[config.mk]
export PLATFORM = sky130hd
export DESIGN_NAME = usb_repeater_ctrl
export DESIGN_NICKNAME = d
export VERILOG_FILES = /design/src/rtl/usb_repeater_ctrl.sv
export SDC_FILE = /design/constraint.sdc
export NUM_CORES = 1
export LEC_CHECK = 0
export ABC_AREA = 1
export BUFFER_PORTS_ARGS = -buffer_cell sky130_fd_sc_hd__buf_2
export CORE_MARGIN = 4
export CORE_UTILIZATION = 50
export CTS_BUF_LIST = sky130_fd_sc_hd__clkbuf_2 sky130_fd_sc_hd__clkbuf_4 sky130_fd_sc_hd__clkbuf_8
export DETAILED_ROUTE_END_ITERATION = 16
export PLACE_DENSITY = 0.67
export SLEW_MARGIN = 20
export SYNTH_ARGS = -nofsm -noshare
export SYNTH_HDL_FRONTEND = slang
export SYNTH_SLANG_ARGS = --single-unit
[constraint.sdc]
create_clock -name clk -period 2.9 [get_ports clk]
set_input_delay 0.87 -clock clk [delete_from_list [all_inputs] [get_ports clk]]
set_output_delay 0.87 -clock clk [all_outputs]
set_load 0.02 [all_outputs]
[src/rtl/usb_repeater_ctrl.sv]
`timescale 1ns/1ps
module usb_repeater_ctrl #(
  parameter int FS_BIT      = 17,
  parameter int LS_BIT      = 133,
  parameter int FS_QUAL     = 3,
  parameter int LS_QUAL     = 42,
  parameter int SPD_LIMIT   = 108,
  parameter int PULLUP_CYC  = 500,
  parameter int DISC_CYC    = 400,
  parameter int IDLE_J_BITS = 8
) (
  input  logic clk,
  input  logic rst_n,
  input  logic up_rcv,
  input  logic up_vp,
  input  logic up_vm,
  input  logic dn_rcv,
  input  logic dn_vp,
  input  logic dn_vm,
  output logic up_oe,
  output logic up_se0,
  output logic up_dat,
  output logic dn_oe,
  output logic dn_se0,
  output logic dn_dat,
  output logic up_pullup,
  output logic lowspeed
);

  localparam int JRUN_LS = IDLE_J_BITS * LS_BIT;
  localparam int JRUN_FS = IDLE_J_BITS * FS_BIT;
  localparam int TMAX    = (PULLUP_CYC > JRUN_LS) ? PULLUP_CYC : JRUN_LS;
  localparam int TW      = $clog2(TMAX + 1);
  localparam int CMAX    = (DISC_CYC > LS_QUAL) ? DISC_CYC : LS_QUAL;
  localparam int CW      = $clog2(CMAX + 1);
  localparam int SW      = $clog2(SPD_LIMIT + 1);

  localparam logic [TW-1:0] PU_LAST  = TW'(PULLUP_CYC - 1);
  localparam logic [TW-1:0] LSB_LAST = TW'(LS_BIT - 1);
  localparam logic [TW-1:0] FSB_LAST = TW'(FS_BIT - 1);
  localparam logic [TW-1:0] JLS_LAST = TW'(JRUN_LS - 1);
  localparam logic [TW-1:0] JFS_LAST = TW'(JRUN_FS - 1);
  localparam logic [CW-1:0] C_LSQ    = CW'(LS_QUAL);
  localparam logic [CW-1:0] C_FSQ    = CW'(FS_QUAL);
  localparam logic [CW-1:0] C_DISC   = CW'(DISC_CYC);
  localparam logic [CW-1:0] C_MAX    = CW'(CMAX);
  localparam logic [SW-1:0] S_LIM    = SW'(SPD_LIMIT);

  typedef enum logic [2:0] {ST_DISC, ST_ATTACH, ST_IDLE, ST_DOWN, ST_UP} st_t;
  typedef enum logic [1:0] {PH_DATA, PH_SE0, PH_TAIL} ph_t;

  st_t           state;
  ph_t           phase;
  logic [TW-1:0] tmr;
  logic [SW-1:0] spd;
  logic          spd_pend;
  logic [CW-1:0] up_cnt, dn_cnt;

  wire up_lse0 = ~up_vp & ~up_vm;
  wire dn_lse0 = ~dn_vp & ~dn_vm;
  wire up_j    = up_rcv & ~up_lse0;
  wire up_k    = ~up_rcv & ~up_lse0;
  wire dn_j    = dn_rcv & ~dn_lse0;
  wire dn_k    = ~dn_rcv & ~dn_lse0;

  wire [CW-1:0] qual    = lowspeed ? C_LSQ : C_FSQ;
  wire          up_conf = up_cnt >= qual;
  wire          dn_conf = dn_cnt >= qual;
  wire          is_up   = state == ST_UP;
  wire          src_j    = is_up ? dn_j : up_j;
  wire          src_lse0 = is_up ? dn_lse0 : up_lse0;
  wire          src_conf = is_up ? dn_conf : up_conf;
  wire [TW-1:0] bit_last  = lowspeed ? LSB_LAST : FSB_LAST;
  wire [TW-1:0] jrun_last = lowspeed ? JLS_LAST : JFS_LAST;

  assign up_oe     = state == ST_UP;
  assign dn_oe     = state == ST_DOWN;
  assign up_se0    = up_oe && phase == PH_SE0;
  assign dn_se0    = dn_oe && phase == PH_SE0;
  assign up_dat    = (up_oe && phase == PH_DATA) ? dn_rcv : 1'b1;
  assign dn_dat    = (dn_oe && phase == PH_DATA) ? up_rcv : 1'b1;
  assign up_pullup = state != ST_DISC;

  always_ff @(posedge clk) begin
    if (!rst_n || !up_lse0 || up_oe) up_cnt <= '0;
    else if (up_cnt != C_MAX)        up_cnt <= up_cnt + 1'b1;
  end

  always_ff @(posedge clk) begin
    if (!rst_n || !dn_lse0 || dn_oe) dn_cnt <= '0;
    else if (dn_cnt != C_MAX)        dn_cnt <= dn_cnt + 1'b1;
  end

  always_ff @(posedge clk) begin
    if (!rst_n) begin
      state    <= ST_DISC;
      phase    <= PH_DATA;
      tmr      <= '0;
      spd      <= '0;
      spd_pend <= 1'b0;
      lowspeed <= 1'b1;
    end else begin
      case (state)
        ST_DISC:
          if (!dn_j)               tmr <= '0;
          else if (tmr == PU_LAST) begin state <= ST_ATTACH; tmr <= '0; end
          else                     tmr <= tmr + 1'b1;
        ST_ATTACH:
          if (up_j) state <= ST_IDLE;
        ST_IDLE: begin
          lowspeed <= 1'b1;
          tmr      <= '0;
          spd      <= '0;
          spd_pend <= 1'b0;
          phase    <= PH_DATA;
          if (up_conf)      begin state <= ST_DOWN; phase <= PH_SE0; end
          else if (dn_conf) begin state <= ST_UP;   phase <= PH_SE0; end
          else if (up_k)    begin state <= ST_DOWN; spd_pend <= 1'b1; end
          else if (dn_k)    begin state <= ST_UP;   spd_pend <= 1'b1; end
        end
        ST_DOWN, ST_UP:
          case (phase)
            PH_DATA:
              if (src_conf) begin
                phase    <= PH_SE0;
                spd_pend <= 1'b0;
              end else begin
                if (!src_j)                state <= state;
                if (!src_j)                tmr <= '0;
                else if (tmr == jrun_last) begin state <= ST_IDLE; tmr <= '0; end
                else                       tmr <= tmr + 1'b1;
                if (spd_pend) begin
                  if (src_j) begin
                    spd_pend <= 1'b0;
                    if (spd < S_LIM) lowspeed <= 1'b0;
                  end else if (spd == S_LIM) spd_pend <= 1'b0;
                  else                       spd <= spd + 1'b1;
                end
              end
            PH_SE0:
              if (!src_lse0) begin phase <= PH_TAIL; tmr <= '0; end
            default:
              if (tmr == bit_last) begin
                state <= ST_IDLE;
                phase <= PH_DATA;
                tmr   <= '0;
              end else tmr <= tmr + 1'b1;
          endcase
        default: state <= ST_DISC;
      endcase
      if (state != ST_DISC && dn_cnt >= C_DISC) begin
        state    <= ST_DISC;
        phase    <= PH_DATA;
        tmr      <= '0;
        spd_pend <= 1'b0;
      end
    end
  end

endmodule

# After elaboration in Yosys (flattened, before gate mapping)
# Cells that the tools add are included.
[totals]
regBits = 43
inputBits = 8
[classes]
n_addsub = 4
order_cmp = 4
eq_ne = 30
mux = 59
bitwise = 15
reduce_logical = 25
[op_table]
columns = ["op", "count"]
rows = [
  ["11-bit two-way mux", 8],
  ["7-bit two-way mux", 5],
  ["3-bit two-way mux", 11],
  ["11-bit one-hot mux with 3 select lines", 1],
  ["2-bit != test, second input constant", 11],
  ["11-bit one-hot mux with 2 select lines", 1],
  ["1-bit two-way mux", 21],
  ["9-bit by 1-bit adder with 9-bit output, second input constant", 2],
  ["9-bit by 6-bit greater-or-equal comparator with 1-bit output", 2],
  ["3-bit != test, second input constant", 6],
  ["9-bit != test, second input constant", 2],
  ["7-bit one-hot mux with 2 select lines", 1],
  ["3-bit one-hot mux with 4 select lines", 1],
  ["6-bit AND reduction", 2],
  ["11-bit by 1-bit adder with 11-bit output, second input constant", 1],
  ["11-bit == test", 1],
  ["11-bit by 8-bit == test with 1-bit output", 1],
  ["11-bit by 9-bit == test with 1-bit output, second input constant", 1],
  ["9-bit greater-or-equal comparator, second input constant", 1],
  ["1-bit NOT", 9],
  ["9-bit AND reduction", 1],
  ["8-bit two-way mux", 1],
  ["2-bit one-hot mux with 2 select lines", 2],
  ["7-bit by 1-bit adder with 7-bit output, second input constant", 1],
  ["24 further kinds", 44],
]

# Logic depth before layout (Yosys ltp)
[depth]
ltp_word = 10
ltp_mapped = 14

# Worst setup path after synthesis
# Ideal clock, no wire load.
[synth_timing]
path_kind = "register to register"
start = "reg lowspeed"
end = "reg state[2]"
setup_time_ns = 0.064
arrival_time_ns = 2.109
required_time_ns = 2.836
slack_ns = 0.727
stages_incl_launch_ff = 12
n_path_buf = 1
period_less_slack_ns = 2.173
path_cell_list = "dfxtp_1 inv_1 ha_1 nand3_1 nand2_1 a21oi_1 nand4_2 nand3_1 buf_4 nand3_1 and2_1 nor2_1"
[synth_via]
elab_chain_len = 5
[synth_lines]
columns = ["item", "line_no", "source"]
rows = [
  ["from (decl)", "27", "output logic lowspeed"],
  ["from (signal assigned)", "101", "lowspeed <= 1'b1;"],
  ["from (signal assigned)", "111", "lowspeed <= 1'b1;"],
  ["from (signal assigned)", "135", "if (spd < S_LIM) lowspeed <= 1'b0;"],
  ["6-bit two-way mux", "66", "wire [CW-1:0] qual = lowspeed ? C_LSQ : C_FSQ;"],
  ["9-bit by 6-bit greater-or-equal comparator with 1-bit output, on equally long branches", "67, 68", ""],
  ["1-bit two-way mux or 3-bit two-way mux (tied branches)", "72, 117", ""],
  ["3-bit != test (no source line) or 3-bit two-way mux (tied branches)", "--", ""],
  ["9-bit AND reduction (no source line) or 3-bit one-hot mux with 4 select lines (tied branches)", "--", ""],
  ["to (signal assigned)", "128", "if (!src_j) state <= state;"],
  ["to (decl)", "52", "st_t state;"],
]
# Parallel ways exist; a longest one is shown, timed or not.
# A chain may end at the register's enable or synchronous reset.

# Final worst setup path
[layout_timing]
start = "reg lowspeed"
end = "reg tmr[0]"
[layout_via]
elab_chain_len = 7
[layout_lines]
columns = ["item", "line_no", "source"]
rows = [
  ["11-bit two-way mux", "74", "wire [TW-1:0] jrun_last = lowspeed ? JLS_LAST : JFS_LAST;"],
  ["11-bit == test", "130", "else if (tmr == jrun_last) begin state <= ST_IDLE; tmr <= '0; end"],
  ["11-bit two-way mux", "130", ""],
  ["11-bit two-way mux", "129", "if (!src_j) tmr <= '0;"],
  ["11-bit two-way mux", "124", "if (src_conf) begin"],
  ["11-bit one-hot mux with 2 select lines", "122", "case (phase)"],
  ["11-bit one-hot mux with 3 select lines", "103", "case (state)"],
  ["to (signal assigned)", "107", "else tmr <= tmr + 1'b1;"],
  ["to (signal assigned)", "131", "else tmr <= tmr + 1'b1;"],
  ["to (signal assigned)", "147", "end else tmr <= tmr + 1'b1;"],
  ["to (decl)", "54", "logic [TW-1:0] tmr;"],
]
# Parallel ways exist; a longest one is shown, timed or not. The select of a mux whose other input is x is not followed.

==> flow_metrics.env <==
export IMPL_status="finished clean"
export IMPL_wl_per_cell_um=11.9
export IMPL_worstPathRequired_ps=3100
export IMPL_multi_input_area_um2=1870
export IMPL_hold_viol_final=0
export IMPL_r2r_end="tmr[0]"
export IMPL_yosys_warnings=0
export IMPL_dieArea_um2=7340
export IMPL_regArea_um2=861
export IMPL_grt_use_total_pct=20.1
export IMPL_cts_buffers=5
export IMPL_crit_path_end="tmr[0]"
export IMPL_coreArea_um2=5890
export IMPL_r2r_start="lowspeed"
export IMPL_drtPass1Iterations=4
export IMPL_syn_area_um2=3020
export IMPL_powerDensity_nw_per_um2=319
export IMPL_path_cells="inv_1, ha_1, nand3_1, nand2_1, a21oi_1, nand4_1, nand3_2, nand2_2, inv_2, nand2_1, nand2_1, nor2_1"
export IMPL_synthArstFlopShare_pct=0
export IMPL_finalCriticalPeriod_ps=2440
export IMPL_worst_ep_arrival_time_ps=2640
export IMPL_die_w_um=85.7
export IMPL_htree_levels=2
export IMPL_cts_tree="done"
export IMPL_clock_sinks=43
export IMPL_ys_seq_elements=43
export IMPL_pre_cts_ws_ps=326
export IMPL_drtIter0Drc=110
export IMPL_cp_num_buf_inv=2
export IMPL_dp_hpwl_um=5360
export IMPL_gp_congestion=0.919
export IMPL_port_buffers=15
export IMPL_drv_slew=0
export IMPL_syn_area_per_cell_um2=6.17
export IMPL_yosys_top_cells_area="dfxtp_1 29%, nand2_1 14%, nor2_1 10%"
export IMPL_grt_antenna_before_repair=0
export IMPL_diodes=0
export IMPL_ys_flop_type="dfxtp_1"
export IMPL_peakVddDrop_v=0.000203
export IMPL_netlist_instances=489
export IMPL_ff2ff_path_depth=12
export IMPL_clockBufferDepth=2
export IMPL_via_per_inst=5.16
export IMPL_rsz0062_at_grt="false"
export IMPL_io_pins=16
export IMPL_internal_power_mw=0.797
export IMPL_postRouteAntennaNets=0
export IMPL_hold_buffers=0
export IMPL_hold_ws_ps=489
export IMPL_finalNonFillerCells=585
export IMPL_syn_nets=511
export IMPL_hold_class="flip-flop to flip-flop"
export IMPL_post_cts_buffers=0
export IMPL_cp_slowest_cell="dfxtp_1"
export IMPL_final_util_pct=55.5
export IMPL_routed_wl_um=6980
export IMPL_switching_share_pct=23.5
export IMPL_clkSlewWorstSetupHoldPaths_ps=90
export IMPL_drc_errors=0
export IMPL_postPlaceCellArea_um2=3170
export IMPL_power_frac_seq_pct=57.0
export IMPL_final_area_um2=3270
export IMPL_fin_nets=531
export IMPL_initial_core_util_pct=51.3
export IMPL_layout_setup_ws_ps=459
export IMPL_grt_ovfl_total=0
export IMPL_switchingPower_mw=0.245
export IMPL_critical_path_startpoint="lowspeed"
export IMPL_dp_cells=577
export IMPL_grt_pass1_wl_um=12200
export IMPL_fill_cells=639
export IMPL_cts_root_buf="clkbuf_8"
export IMPL_clock_latency_ps=290
export IMPL_whs_path_depth=2
export IMPL_p_total_mw=1.04
export IMPL_ys_types=38
export IMPL_tns_ps=0
export IMPL_r2r_slack_ps=460
export IMPL_cap_violations=0
export IMPL_drive_above_1_share_pct=9.61
export IMPL_p_leak_nw=1.45
export IMPL_yosysTopAreaCellShare_pct=28.5
export IMPL_grt_max_degree=16
export IMPL_final_common_cell="nand2_1"
export IMPL_cp_depth=12
export IMPL_grt_pass1_vias=2851
export IMPL_die_h_um=85.7
export IMPL_seq_area_frac_synth_pct=28.5
export IMPL_slew_headroom_pct=53.6
export IMPL_end_kind="flip-flop"
export IMPL_via_count=3021
export IMPL_cts_resized=0
export IMPL_crit_fanout=15
export IMPL_worst_slew_pin_slew_ps=690
export IMPL_clkPwrFrac_pct=38.1
export IMPL_slowest_delay_ps=480
export IMPL_synth_top_area_cell="dfxtp_1"
export IMPL_fmax_mhz=410
export IMPL_crit_top_cell="nand2_1"
export IMPL_syn2layout_area_growth_pct=8.29
export IMPL_clock_skew_final_ps=6.75
export IMPL_critical_path_top_delay_family="simple AND/OR/NAND/NOR gates"
export IMPL_path_class="flip-flop to flip-flop"
export IMPL_critPathLaunchType="flip-flop"
export IMPL_setup_viol=0
export IMPL_fp_row_count=28
export IMPL_synth_edf_count=0
export IMPL_period_share_pct=84.2
export IMPL_layout_common_cells="115 x nand2_1, 81 x nor2_1, 63 x inv_1"
export IMPL_pwr_share_comb_pct=4.8
## worst register-to-register path: stages (launching register included)
cell and delay (ps):
dfxtp_1 480, inv_1 220, ha_1 370, nand3_1 100, nand2_1 50, a21oi_1 160
nand4_1 220, nand3_2 270, nand2_2 70, inv_2 210, nand2_1 90, nand2_1 60
nor2_1 40
## layer usage
| layer | vias to the layer above | part of all wire, % | GRT usage [%] | routed length (µm) |
|---|---|---|---|---|
| met5 | - | 0 | 0 | 0 |
| met4 | 0 | 1.5 | 7.05 | 105 |
| met3 | 10 | 3.5 | 2.88 | 241 |
| met2 | 47 | 45 | 33.3 | 3140 |
| met1 | 1338 | 50 | 26.8 | 3490 |
| li1 | 1626 | - | - | - |
## area by class of cell
| cell class | instances | area share, % |
|---|---|---|
| multi-input cells | 372 | 57.2 |
| flip-flops and latches | 43 | 26.3 |
| inverters | 69 | 7.92 |
| repair buffers | 18 | 2.99 |
| well taps | 75 | 2.87 |
| clock buffers | 7 | 2.57 |
| clock inverters | 1 | 0.153 |
## logic make-up after synthesis
logic type	Yosys count	share of synthesized area, %
DFF	43	28.5
xor gates and xnor gates	7	2.03
buffers and inverters	74	9.74
and+or+nand+nor	293	43.7
AOI/OAI and AO/OA	58	10.2
adders and majority gates	14	5.80
## flip-flops by register name, indices dropped and copies added (netlist names)
signal / cells
dn_cnt: 9
lowspeed: 1
phase: 2
spd: 7
spd_pend: 1
state: 3
tmr: 11
up_cnt: 9
## Yosys cell counts (4+ instances only)
cell      count
nand2_2       6
nor3_1        9
a21oi_1      31
o21ai_0      19
nand3_1      42
xor2_1        4
nand2_1     115
inv_2         5
nand3b_1      5
inv_1        63
ha_1         14
nor2_1       81
dfxtp_1      43
nand4_1      19
## worst min path at each step
stage	startpoint	endpoint	slack, ps
after global routing	dn_cnt[2]	dn_cnt[2]	520
after global placement	dn_cnt[2]	dn_cnt[2]	460
final	phase[1]	phase[1]	490
after floorplan	dn_cnt[2]	dn_cnt[2]	440
after detailed placement	phase[1]	phase[1]	470
after CTS	phase[1]	phase[1]	480
## power by group through the flow
| stage | registers [mW] | clock network, mW | logic [mW] |
|---|---|---|---|
| floorplan | 0.608 | 0 | 0.0349 |
| global placement | 0.608 | 0 | 0.0495 |
| detailed placement | 0.608 | 0 | 0.0504 |
| CTS | 0.595 | 0.417 | 0.0505 |
| global route | 0.595 | 0.440 | 0.0578 |
| finish | 0.594 | 0.397 | 0.0503 |
(Power assumes the default switching activity.)
